`config.mk`:
```
export PLATFORM = sky130hd
export DESIGN_NAME = rmx_conv
export DESIGN_NICKNAME = d
export VERILOG_FILES = /design/src/rtl/rmx_pkg.sv /design/src/rtl/rmx_lut.sv /design/src/rtl/rmx_stage.sv /design/src/rtl/rmx_conv.sv
export SDC_FILE = /design/constraint.sdc
export NUM_CORES = 1
export LEC_CHECK = 0
export BUFFER_PORTS_ARGS = -buffer_cell sky130_fd_sc_hd__buf_4
export CAP_MARGIN = 20
export CORE_MARGIN = 3
export CORE_UTILIZATION = 46
export CTS_BUF_LIST = sky130_fd_sc_hd__clkbuf_16
export DETAILED_ROUTE_END_ITERATION = 8
export HOLD_SLACK_MARGIN = 0.03
export PLACE_DENSITY = 0.63
export SKIP_LAST_GASP = 1
export SLEW_MARGIN = 10
export SYNTH_ARGS = -nofsm -noshare
export SYNTH_HDL_FRONTEND = slang
export SYNTH_SLANG_ARGS = --single-unit
```
`constraint.sdc`:
```
create_clock -name clk -period 3.5 [get_ports clk]
set_input_delay 0.525 -clock clk [delete_from_list [all_inputs] [get_ports clk]]
set_output_delay 0.525 -clock clk [all_outputs]
set_load 0.05 [all_outputs]
```
`src/rtl/rmx_pkg.sv`:
```
package rmx_pkg;

  localparam int unsigned RW  = 5;
  localparam int unsigned NCH = 4;

  typedef int unsigned base_t [NCH];
  localparam base_t BASE = '{27, 29, 31, 32};

  // Interpret a BITS-wide code as two's complement.
  function automatic int as_signed(input int code, input int bits);
    int r;
    r = code;
    if (code >= (1 << (bits - 1))) r = code - (1 << bits);
    return r;
  endfunction

  // Multiplicative inverse of a modulo m, found by search (m is small).
  function automatic int mod_inv(input int a, input int m);
    int r;
    r = 0;
    for (int k = 1; k < m; k++) begin
      if (r == 0 && ((a % m) * k) % m == 1) r = k;
    end
    return r;
  endfunction

  // Table entry: signed difference code -> (diff mod m) * inv mod m.
  function automatic int lut_val(input int code, input int bits,
                                 input int m, input int inv);
    int d;
    d = as_signed(code, bits) % m;
    if (d < 0) d = d + m;
    return (d * inv) % m;
  endfunction

endpackage

```
`src/rtl/rmx_lut.sv`:
```
module rmx_lut #(
  parameter int unsigned W    = 5,
  parameter int unsigned MODV = 29,
  parameter int unsigned INV  = 14
) (
  input  logic [W-1:0] minu,
  input  logic [W-1:0] subt,
  output logic [W-1:0] res
);
  localparam int unsigned DW   = W + 1;
  localparam int unsigned TLEN = 1 << DW;

  logic [DW-1:0] diff;
  logic [W-1:0]  tbl [TLEN];

  assign diff = {1'b0, minu} - {1'b0, subt};

  for (genvar i = 0; i < TLEN; i++) begin : g_tbl
    assign tbl[i] = W'(rmx_pkg::lut_val(i, DW, MODV, INV));
  end

  assign res = tbl[diff];
endmodule

```
`src/rtl/rmx_stage.sv`:
```
module rmx_stage #(
  parameter int unsigned K = 0,
  parameter int unsigned N = rmx_pkg::NCH,
  parameter int unsigned W = rmx_pkg::RW
) (
  input  logic           clk,
  input  logic           rst_n,
  input  logic           vld_i,
  input  logic [N*W-1:0] dig_i,
  output logic           vld_o,
  output logic [N*W-1:0] dig_o
);
  logic [N*W-1:0] dig_nxt;
  logic           vld_nxt;
  logic           dig_en;

  for (genvar j = 0; j < N; j++) begin : g_ch
    if (j > K) begin : g_red
      rmx_lut #(
        .W   (W),
        .MODV(rmx_pkg::BASE[j]),
        .INV (rmx_pkg::mod_inv(rmx_pkg::BASE[K], rmx_pkg::BASE[j]))
      ) u_lut (
        .minu(dig_i[j*W +: W]),
        .subt(dig_i[K*W +: W]),
        .res (dig_nxt[j*W +: W])
      );
    end else begin : g_pass
      assign dig_nxt[j*W +: W] = dig_i[j*W +: W];
    end
  end

  always_comb begin
    vld_nxt = vld_i;
    dig_en  = vld_i;
  end

  always_ff @(posedge clk or negedge rst_n) begin
    if (!rst_n) begin
      vld_o <= 1'b0;
      dig_o <= '0;
    end else begin
      vld_o <= vld_nxt;
      if (dig_en) dig_o <= dig_nxt;
    end
  end
endmodule

```
`src/rtl/rmx_conv.sv`:
```
module rmx_conv #(
  parameter int unsigned W = rmx_pkg::RW,
  parameter int unsigned N = rmx_pkg::NCH
) (
  input  logic           clk,
  input  logic           rst_n,
  input  logic           in_vld,
  input  logic [N*W-1:0] in_res,
  output logic           out_vld,
  output logic [N*W-1:0] out_dig,
  output logic           out_neg
);
  localparam int unsigned NST  = N - 1;
  localparam int unsigned HALF = rmx_pkg::BASE[N-1] / 2;

  logic [N*W-1:0] dig [N];
  logic           vld [N];

  assign dig[0] = in_res;
  assign vld[0] = in_vld;

  for (genvar k = 0; k < NST; k++) begin : g_stg
    rmx_stage #(.K(k), .N(N), .W(W)) u_stg (
      .clk  (clk),
      .rst_n(rst_n),
      .vld_i(vld[k]),
      .dig_i(dig[k]),
      .vld_o(vld[k+1]),
      .dig_o(dig[k+1])
    );
  end

  assign out_vld = vld[NST];
  assign out_dig = dig[NST];
  assign out_neg = (out_dig[(N-1)*W +: W] >= W'(HALF));
endmodule

```
### Yosys cells after proc, flatten, opt, wreduce, memory -nomap -nowiden

Memory sizes are Yosys's and may differ from the RTL's. A register that Yosys moved wholly into a read port is not among the register bits.
Index checks and enable logic that the tools add are counted.

| storage, ports and cells | value |
|---|---|
| register bits | 63 |
| memory bits (read-only) | 1,920 |
| memories kept | 6 |

| cells by class | value |
|---|---|
| bitwise logic cells | 6 |
| magnitude comparators | 7 |
| $add $sub $neg | 6 |
| mux-type cells | 12 |
| reductions and logical operators | 6 |

Memories:

| memory | words | bits a word | read ports | clocked after memory_dff | write ports | RTL line | RTL |
|---|---|---|---|---|---|---|---|
| (no name shown) | 64 | 5 | 1 | 1 | 0 | rmx_lut.sv:22 | `assign res = tbl[diff];` |
| (no name shown) | 64 | 5 | 1 | 1 | 0 | rmx_lut.sv:22 |  |
| (no name shown) | 64 | 5 | 1 | 1 | 0 | rmx_lut.sv:22 |  |
| (no name shown) | 64 | 5 | 1 | 1 | 0 | rmx_lut.sv:22 |  |
| (no name shown) | 64 | 5 | 1 | 1 | 0 | rmx_lut.sv:22 |  |
| (no name shown) | 64 | 5 | 1 | 1 | 0 | rmx_lut.sv:22 |  |

Operators with widths:

| cell | count |
|---|---|
| 5-bit 2-to-1 mux | 12 |
| 7-bit >= comparator (second input constant) | 6 |
| 6-bit inverter with 7-bit output | 6 |
| 5-bit by 5-bit subtractor with 6-bit output | 6 |
| 1-bit zero test | 6 |
| 5-bit >= comparator (second input constant) | 1 |

### Logic depth before layout (Yosys ltp)

Gate-level depths: netlist (run 1).

| logic depth | value |
|---|---|
| depth after elaboration | 5 |
| depth in mapped cells | 13 |
| gate-level depth less buffers | 11 |

### Cells and area by module

A second synthesis (run 1) with hierarchy kept.

| unflattened totals | value |
|---|---|
| cell total of the unflattened synthesis | 530 |
| area, all modules | 5,595.4 um2 |

Modules (own cells, without submodules):

| module | cells each | area an instance (um2) | times used |
|---|---|---|---|
| rmx_stage | 43 | 848.3 | 3 |
| rmx_lut at g_stg[0].u_stg.g_ch[1].g_red.u_lut | 122 | 859.6 | 1 |
| rmx_lut at g_stg[0].u_stg.g_ch[2].g_red.u_lut | 75 | 616.8 | 1 |
| rmx_lut at g_stg[1].u_stg.g_ch[2].g_red.u_lut | 73 | 555.5 | 1 |
| rmx_lut at g_stg[1].u_stg.g_ch[3].g_red.u_lut | 49 | 385.4 | 1 |
| rmx_lut at g_stg[0].u_stg.g_ch[3].g_red.u_lut | 49 | 381.6 | 1 |
| rmx_lut at g_stg[2].u_stg.g_ch[3].g_red.u_lut | 32 | 247.7 | 1 |
| rmx_conv | 1 | 3.8 | 1 |

### Worst setup path before layout (run 1)

Ideal clock, no wire load.

| timing path | value |
|---|---|
| path type | input -> register |
| start point | in in_res[10] |
| end point | reg g_stg[0].u_stg.dig_o[10] |
| stages on the path | 10 |
| path buffers | 0 |
| required time | 3.379 ns |
| path slack | 0.877 ns |
| data arrival time | 2.502 ns |
| path through | inv_1 > ha_1 > inv_1 > fa_1 > a21o_1 > a21oi_1 > xor2_1 > o211ai_2 > o311a_1 > a22o_1 |

| on the way | value |
|---|---|
| cells in the longest elaborated chain, start to end | 2 |

Ends and longest elaborated chain:

| element | RTL line | RTL |
|---|---|---|
| from (decl) | rmx_conv.sv:8 | `input logic [N*W-1:0] in_res,` |
| 5-bit by 5-bit subtractor with 6-bit output | rmx_lut.sv:16 | `assign diff = {1'b0, minu} - {1'b0, subt};` |
| 6-bit inverter with 7-bit output (not written as such) | rmx_lut.sv:22 |  |
| to (decl) | rmx_stage.sv:11 | `output logic [N*W-1:0] dig_o` |

Every way passes these cells.
A chain may end at the register's enable or synchronous reset.

### Worst setup path after layout (run 1)

| timing path | value |
|---|---|
| start point | reg g_stg[0].u_stg.dig_o[5] |
| end point | reg g_stg[1].u_stg.dig_o[14] |

| on the way | value |
|---|---|
| cells in the longest elaborated chain, start to end | 2 |

Ends and longest elaborated chain:

| element | RTL line |
|---|---|
| 5-bit by 5-bit subtractor with 6-bit output | rmx_lut.sv:16 |
| 6-bit inverter with 7-bit output (not written as such) | rmx_lut.sv:22 |
| to (decl) | rmx_stage.sv:11 |

Every way passes these cells.

==> reports/metrics.yaml, run 1 <==
clock_tree:
  clockRootBuffer: "clkbuf_16"
  cts_tree: "yes"
  cts_setup_buffers: 0
  numCtsBuffers: 9
  cts.repair.resized: 0
  cts.hold.buffers_added: 0
  cts_buffer_depth: 2
  clk_latency_ns: 0.32
  clk_pin_slew_ns: 0.05
  clock_sinks: 63
  htreeDepth: 3
pwr:
  leakage_nw: 2.64
  pwr-share-comb_pct: 57.0
  power_frac_clock_pct: 20.1
  switching_share_pct: 42.4
  peakVddDrop_v: 0.000584
  p_switching_mw: 2.10
  power.density_mw_per_mm2: 866
  power_frac_seq_pct: 22.8
  internal_power_mw: 2.85
route:
  wl_per_cell_um: 15.4
  drcViolationCount: 0
  drtIter0Drc: 251
  vias: 3926
  routed_via_density: 5.68
  wl_um: 10600
  first_pass_iters: 4
  ant_nets: 0
worst_setup_path:
  crit_start: "g_stg[0].u_stg.dig_o[5]"
  arrival_ns: 2.90
  rr_endpoint: "g_stg[1].u_stg.dig_o[14]"
  r2r_slack_ns: 0.78
  r2r_start: "g_stg[0].u_stg.dig_o[5]"
  startpoint_type: "flip-flop"
  required_ns: 3.69
  critPathKind: "reg2reg"
  cp-end-kind: "flip-flop"
  reg2regPathDepth: 7
  worstPathMaxFanout: 6
floorplan:
  die_x_um: 112
  die_y_um: 112
  initial_core_util_pct: 48.4
  die_area_mm2: 0.0125
  coreArea_mm2: 0.0106
  rows: 37
  io_pins: 45
yosys:
  syn_nets: 615
  yosysWarnings: 0
  synth_area_per_cell_um2: 9.61
  yosys-top-cells-area: "dfrtp_1 31%, ha_1 13%, mux2_2 7.9%"
  synth_area_mm2: 0.00513
  synth_area_leader_cell: "dfrtp_1"
  synth_common_cells: "63 x dfrtp_1, 52 x ha_1, 44 x inv_1"
  syn_inst: 534
  ys_ff_latch: 63
  synth_top_area_share_pct: 30.7
  yosysSeqAreaShare_pct: 30.7
  synthFlopType: "dfrtp_1"
  synth_most_common_cell: "dfrtp_1"
  ys_types: 71
  async_flop_share_pct: 100
  synth_edf_count: 0
finish:
  antennaDiodeCount: 0
  stdcell_area_mm2: 0.00573
  stdcell_count: 691
  syn2layout_area_growth_pct: 11.5
  final_layout_size_suffix_gt1_share_pct: 21.4
  nets: 631
min_path:
  hp-class: "in2async"
placed_design:
  place_ws_ns: 0.471
  place_congestion: 0.885
  place_inst: 675
  port_buffers: 44
  dpl_cell_area_mm2: 0.00539
  dp_hpwl_um: 8030
timing:
  skew_ns: 0.00487
  setup_viol: 0
  maxSlewViolCount: 0
  rsz0062_at_grt: "false"
  timing.setup.tns_ns: 0
  period_share_pct: 77.7
  period_needed_ns: 2.72
  hold_violations: 0
  setup_ws_ns: 0.782
  max_freq_ghz: 0.368
  hold_ws_ns: 0.272
  worst_pin_slew_ns: 0.885
  slew_headroom_pct: 40.6
grt:
  grt_usage_pct: 17.9
  grt_pass1_wl_um: 18900
  antenna_found_initial: 0
  grt_remaining_overflow: 0
  grt_pass1_vias: 3916
  grt_max_degree: 64
flow_run:
  cap_violations: 0
outcome:
  status: "finished clean"
==> logic make-up after synthesis <==
| family | Yosys count | share of synthesized area, % |
|---|---|---|
| simple gates | 118 | 11.1 |
| flops | 63 | 30.7 |
| buf+inv | 88 | 8.68 |
| xor+xnor | 32 | 5.75 |
| compound gates | 127 | 18.0 |
| fa+ha+maj | 58 | 15.0 |
| mux | 48 | 10.7 |
==> power groups by stage <==
stage,Clock (mW),Combinational (mW),Sequential (mW)
floorplan,0,2.42,1.09
global placement,0,2.75,1.14
detailed placement,0,2.81,1.15
CTS,1.02,2.83,1.14
global route,1.06,3.14,1.18
finish,0.998,2.83,1.13
==> registers in the layout, indices dropped and copies added, names as in the netlist <==
register,flops
g_stg.u_stg.dig_o,60
g_stg.u_stg.vld_o,3
==> worst max-delay path, cell delays in order (launching register included) <==
cell and delay, ns:
dfrtp_1 0.44, ha_1 0.26, fa_1 0.63, inv_1 0.14, ha_1 0.34, or4_1 0.53, o2111ai_1 0.12, o311ai_1 0.12
==> cell type report <==
type / instances / area, um2
Tap cell: 136 / 170
Inverter: 45 / 169
Multi-Input combinational cell: 383 / 3110
Fill cell: 957 / 4880
Clock inverter: 7 / 113
Clock buffer: 9 / 225
Timing Repair Buffer: 48 / 360
Sequential cell: 63 / 1580
==> layer usage <==
| metal | wire (um) | vias to the layer above | track usage (%) | share of wire [%] |
|---|---|---|---|---|
| li1 | - | 1930 | - | - |
| met1 | 4930 | 1882 | 24.4 | 46 |
| met2 | 5100 | 95 | 28.9 | 48 |
| met3 | 393 | 19 | 3.37 | 3.7 |
| met4 | 182 | 0 | 5.60 | 1.7 |
| met5 | 0 | - | 0 | 0 |
==> through the flow <==
| step | power, mW | utilization, % |
|---|---|---|
| global placement | 3.89 | 50.8 |
| global route | 5.38 | 54.0 |
| floorplan | 3.51 | - |
| finish | 4.96 | 54.0 |
| detailed placement | 3.96 | 50.8 |
| CTS | 5.00 | 54.0 |
==> how the worst max path moves through the flow <==
stage | endpoint | slack (ns)
5_1_grt | g_stg[0].u_stg.dig_o[5] | 0.54
3_3_place_gp | g_stg[0].u_stg.dig_o[9] | 0.55
6_report | g_stg[1].u_stg.dig_o[14] | 0.78
2_1_floorplan | g_stg[0].u_stg.dig_o[10] | 0.88
4_1_cts | g_stg[1].u_stg.dig_o[13] | 0.77
3_5_place_dp | g_stg[0].u_stg.dig_o[9] | 0.47
==> placed cells by master, fill, tap and decap left out, types with 3 or more instances in the layout <==
cell type  instances
nand2_1           23
mux2_2            36
a311oi_1           3
nor2b_1            6
a21o_1            13
a31oi_1            7
o31a_1             6
clkbuf_16          9
nor2_1            38
o21ai_0           15
dfrtp_1           63
a211oi_1           4
fa_1               6
o311ai_0           4
nand2b_1           3
a211o_1            5
o22ai_1            3
o2111ai_1          4
inv_1             45
o31ai_1            4
bufinv_16          3
nand3_1           14
or2_2              4
xor2_1             9
buf_4             48
o211ai_1           3
xnor2_1           21
and3_1             4
a21oi_1           26
nor3_1            11
o21a_1             3
ha_1              52
nor4_1             3
mux2i_1           10
No activity file was read; power rests on OpenSTA's default activity.
==> inputs of run 2 (changes only) <==
--- a/config.mk
+++ b/config.mk
@@ -5,6 +5,7 @@
 export SDC_FILE = /design/constraint.sdc
 export NUM_CORES = 1
 export LEC_CHECK = 0
+export ABC_AREA = 1
 export BUFFER_PORTS_ARGS = -buffer_cell sky130_fd_sc_hd__buf_4
 export CAP_MARGIN = 20
 export CORE_MARGIN = 3
==> constraint.sdc (replaced) <==
create_clock -name clk -period 2.7 [get_ports clk]
set_input_delay 0.405 -clock clk [delete_from_list [all_inputs] [get_ports clk]]
set_output_delay 0.405 -clock clk [all_outputs]
set_load 0.05 [all_outputs]
==> reports/metrics.yaml, run 2 <==
yosys:
  synth_area_mm2: 0.00499  # -2.8%
  synth_edf_count: 0  # unchanged
  synth_compound_area_share_pct: 8.82  # -9.2 points
  synth_most_common_cell: "nand2_1"
  yosysWarnings: 0  # unchanged
  synth_area_leader_cell: "dfrtp_1"
  synthFlopType: "dfrtp_1"
  ys_ff_latch: 63  # unchanged
  yosys-top-cells-area: "dfrtp_1 32%, nand2_1 19%, ha_1 13%"
  syn_nets: 780  # +27%
  synth-xor-area-share_pct: 2.78  # -3.0 points
  synth_top_family_by_area: "simple AND/OR/NAND/NOR gates"
  ys_types: 31  # -56%
  synth-simple-area-share_pct: 31.0  # +20 points
  synth_mux_area_share_pct: 0  # -11 points
  synth_common_cells: "253 x nand2_1, 76 x inv_1, 63 x dfrtp_1"
  synth_top_area_share_pct: 31.6  # +0.88 points
  yosysSeqAreaShare_pct: 31.6  # +0.88 points
  synthAdderAreaFrac_pct: 15.4  # +0.43 points
  async_flop_share_pct: 100  # unchanged
  synth_area_per_cell_um2: 7.14  # -26%
  syn_inst: 699  # +31%
min_path:
  hp-class: "in2async"
worst_setup_path:
  critPathKind: "reg2reg"
  critPathSlowestCell: "fa_1"
  cp-end-kind: "flip-flop"
  worstPathMaxFanout: 4  # -2
  cp_common_cell: "nand2_1"
  required_ns: 2.95  # -0.74 ns
  crit_chain: "ha_1, fa_1, inv_1, ha_1, o21ai_0, inv_1, nand2_1, nand3_1, nand2_1, nand2_1, nand2_1"
  slowest_delay_ns: 0.54  # -0.09 ns
  arrival_ns: 2.60  # -0.30 ns
  startpoint_type: "flip-flop"
finish:
  post-route-util_pct: 54.7  # +0.66 points
  top_register: "g_stg.u_stg.dig_o"
  syn2layout_area_growth_pct: 14.1
  largest_reg_flops: 60  # unchanged
  stdcell_area_mm2: 0.00569  # -0.55%
  layout_commonest_cell: "nand2_1"
  final_layout_size_suffix_gt1_share_pct: 11.7  # -9.7 points
  top_regs: "g_stg.u_stg.dig_o: 60 flops, g_stg.u_stg.vld_o: 3 flops"
  layout_common_cells: "253 x nand2_1, 77 x inv_1, 63 x dfrtp_1"
  nets: 810  # +28%
  antennaDiodeCount: 0  # unchanged
clock_tree:
  numCtsBuffers: 9  # unchanged
  cts.hold.buffers_added: 0  # unchanged
  clockRootBuffer: "clkbuf_16"
  clk_pin_slew_ns: 0.05  # about the same
  clk_latency_ns: 0.32  # about the same
  clock_sinks: 63  # unchanged
  cts_tree: "yes"
  cts.repair.resized: 0  # unchanged
  cts_buffer_depth: 2  # unchanged
  cts_setup_buffers: 0  # unchanged
  htreeDepth: 3  # unchanged
timing:
  setup_viol: 0  # unchanged
  period_needed_ns: 2.35  # -0.371 ns
  slew_headroom_pct: 48.1  # +7.5 points
  max_freq_ghz: 0.426  # +16%
  period_share_pct: 86.9  # +9.3 points
  maxSlewViolCount: 0  # unchanged
  worst_pin_slew_ns: 0.778  # -0.107 ns
  timing.setup.tns_ns: 0  # unchanged
  rsz0062_at_grt: "false"
  skew_ns: 0.00802  # +0.00314 ns
  hold_violations: 0  # unchanged
  setup_ws_ns: 0.353  # -0.429 ns
grt:
  grt_pass1_vias: 4165  # +6.4%
  grt_usage_pct: 18.5  # +0.56 points
  grt_pass1_wl_um: 18300  # -2.7%
  grt_remaining_overflow: 0  # unchanged
  antenna_found_initial: 0  # unchanged
  grt_max_degree: 64  # unchanged
route:
  first_pass_iters: 5  # +1
  routed_via_density: 4.91  # -14%
  wl_per_cell_um: 11.9  # -23%
  drtIter0Drc: 230  # -8.4%
  drcViolationCount: 0  # unchanged
  vias: 4273  # +8.8%
  wl_um: 10300  # -2.5%
  ant_nets: 0  # unchanged
floorplan:
  initial_core_util_pct: 47.9  # -0.51 points
  io_pins: 45  # unchanged
  die_y_um: 110  # -1.3%
  die_area_mm2: 0.0121  # -2.6%
  die_x_um: 110  # -1.3%
  rows: 37  # unchanged
  coreArea_mm2: 0.0104  # -1.7%
placed_design:
  dpl_cell_area_mm2: 0.00533  # -1.0%
  dp_hpwl_um: 8020  # about the same
  port_buffers: 44  # unchanged
  place_ws_ns: 0.127  # -0.345 ns
  place_congestion: 0.863  # -2.5%
pwr:
  power.density_mw_per_mm2: 1030  # +19%
  leakage_nw: 3.12  # +18%
  p_total_mw: 5.86  # +18%
  peakVddDrop_v: 0.000600  # +2.7%
flow_run:
  cap_violations: 0  # unchanged
outcome:
  status: "finished clean"
==> run 2: cell count changes after synthesis, moves of 7 or more <==
cell / before / now
nand2_1: 23 / 253
nand3_1: 14 / 60
mux2_2: 36 / 0
o21ai_0: 15 / 49
inv_1: 44 / 76
a21o_1: 13 / 0
xnor2_1: 21 / 8
nor3_1: 11 / 0
mux2i_1: 10 / 0
buf_2: 9 / 1
a31oi_1: 7 / 0
nor2_1: 38 / 31
==> run 2: cell type report <==
type / instances / area [um2]
clock buffers: 9 / 225
repair buffers: 50 / 375
multi-input cells: 522 / 2900
fillers: 971 / 4720
inverters: 83 / 312
well taps: 136 / 170
clock inverters: 7 / 136
flip-flops and latches: 63 / 1580
==> run 2: worst max-delay path: cells and delay by family (launching register included) <==
kind | cells | cell delay [ns]
flops | 1 | 0.46
fa+ha+maj | 3 | 1.12
compound gates | 1 | 0.18
buf+inv | 2 | 0.14
simple gates | 5 | 0.38
==> run 2: per-stage QoR <==
stage                     std cells  hold WS, ns
final                           870        0.172
after global routing            870        0.233
after CTS                       870        0.203
after detailed placement        854        0.461
after global placement          854        0.456
after floorplan                 699        0.109
==> run 2: final timing paths <==
kind	from	to	slack [ns]	cells after the start
setup / recovery	g_stg[0].u_stg.dig_o[5]	g_stg[1].u_stg.dig_o[10]	0.35	11
hold / removal	rst_n	g_stg[2].u_stg.dig_o[2]	0.17	1
setup reg to reg	g_stg[0].u_stg.dig_o[5]	g_stg[1].u_stg.dig_o[10]	0.35	11
hold reg to reg	g_stg[2].u_stg.dig_o[1]	g_stg[2].u_stg.dig_o[1]	0.47	2
max in group asynchronous	rst_n	g_stg[0].u_stg.dig_o[6]	2.02	1
min in group clk	in_res[3]	g_stg[0].u_stg.dig_o[3]	0.30	3
==> run 2: layer usage <==
layer	part of all wire (%)	wire length, um	track usage, %
met4	1.5	159	4.57
met2	48	4980	32.4
met3	3.4	351	3.15
met5	0	0	0
met1	47	4850	23.7
==> run 2: cells by family (layout without fill, tap and decap cells) <==
kind of cell,after synthesis,count (layout)
adder cells (fa/ha/maj),58,58
XOR/XNOR,15,15
buffers and inverters,114,149
flip-flops,63,63
AO/OA/AOI/OAI,80,80
AND/OR/NAND/NOR,369,369
==> run 2: report_power, final <==
group	internal [mW]	leakage, nW	switching, mW
combinational	1.11	2.17	1.98
clock	0.989	0.178	0.396
sequential	1.21	0.776	0.163
total	3.31	3.12	2.54
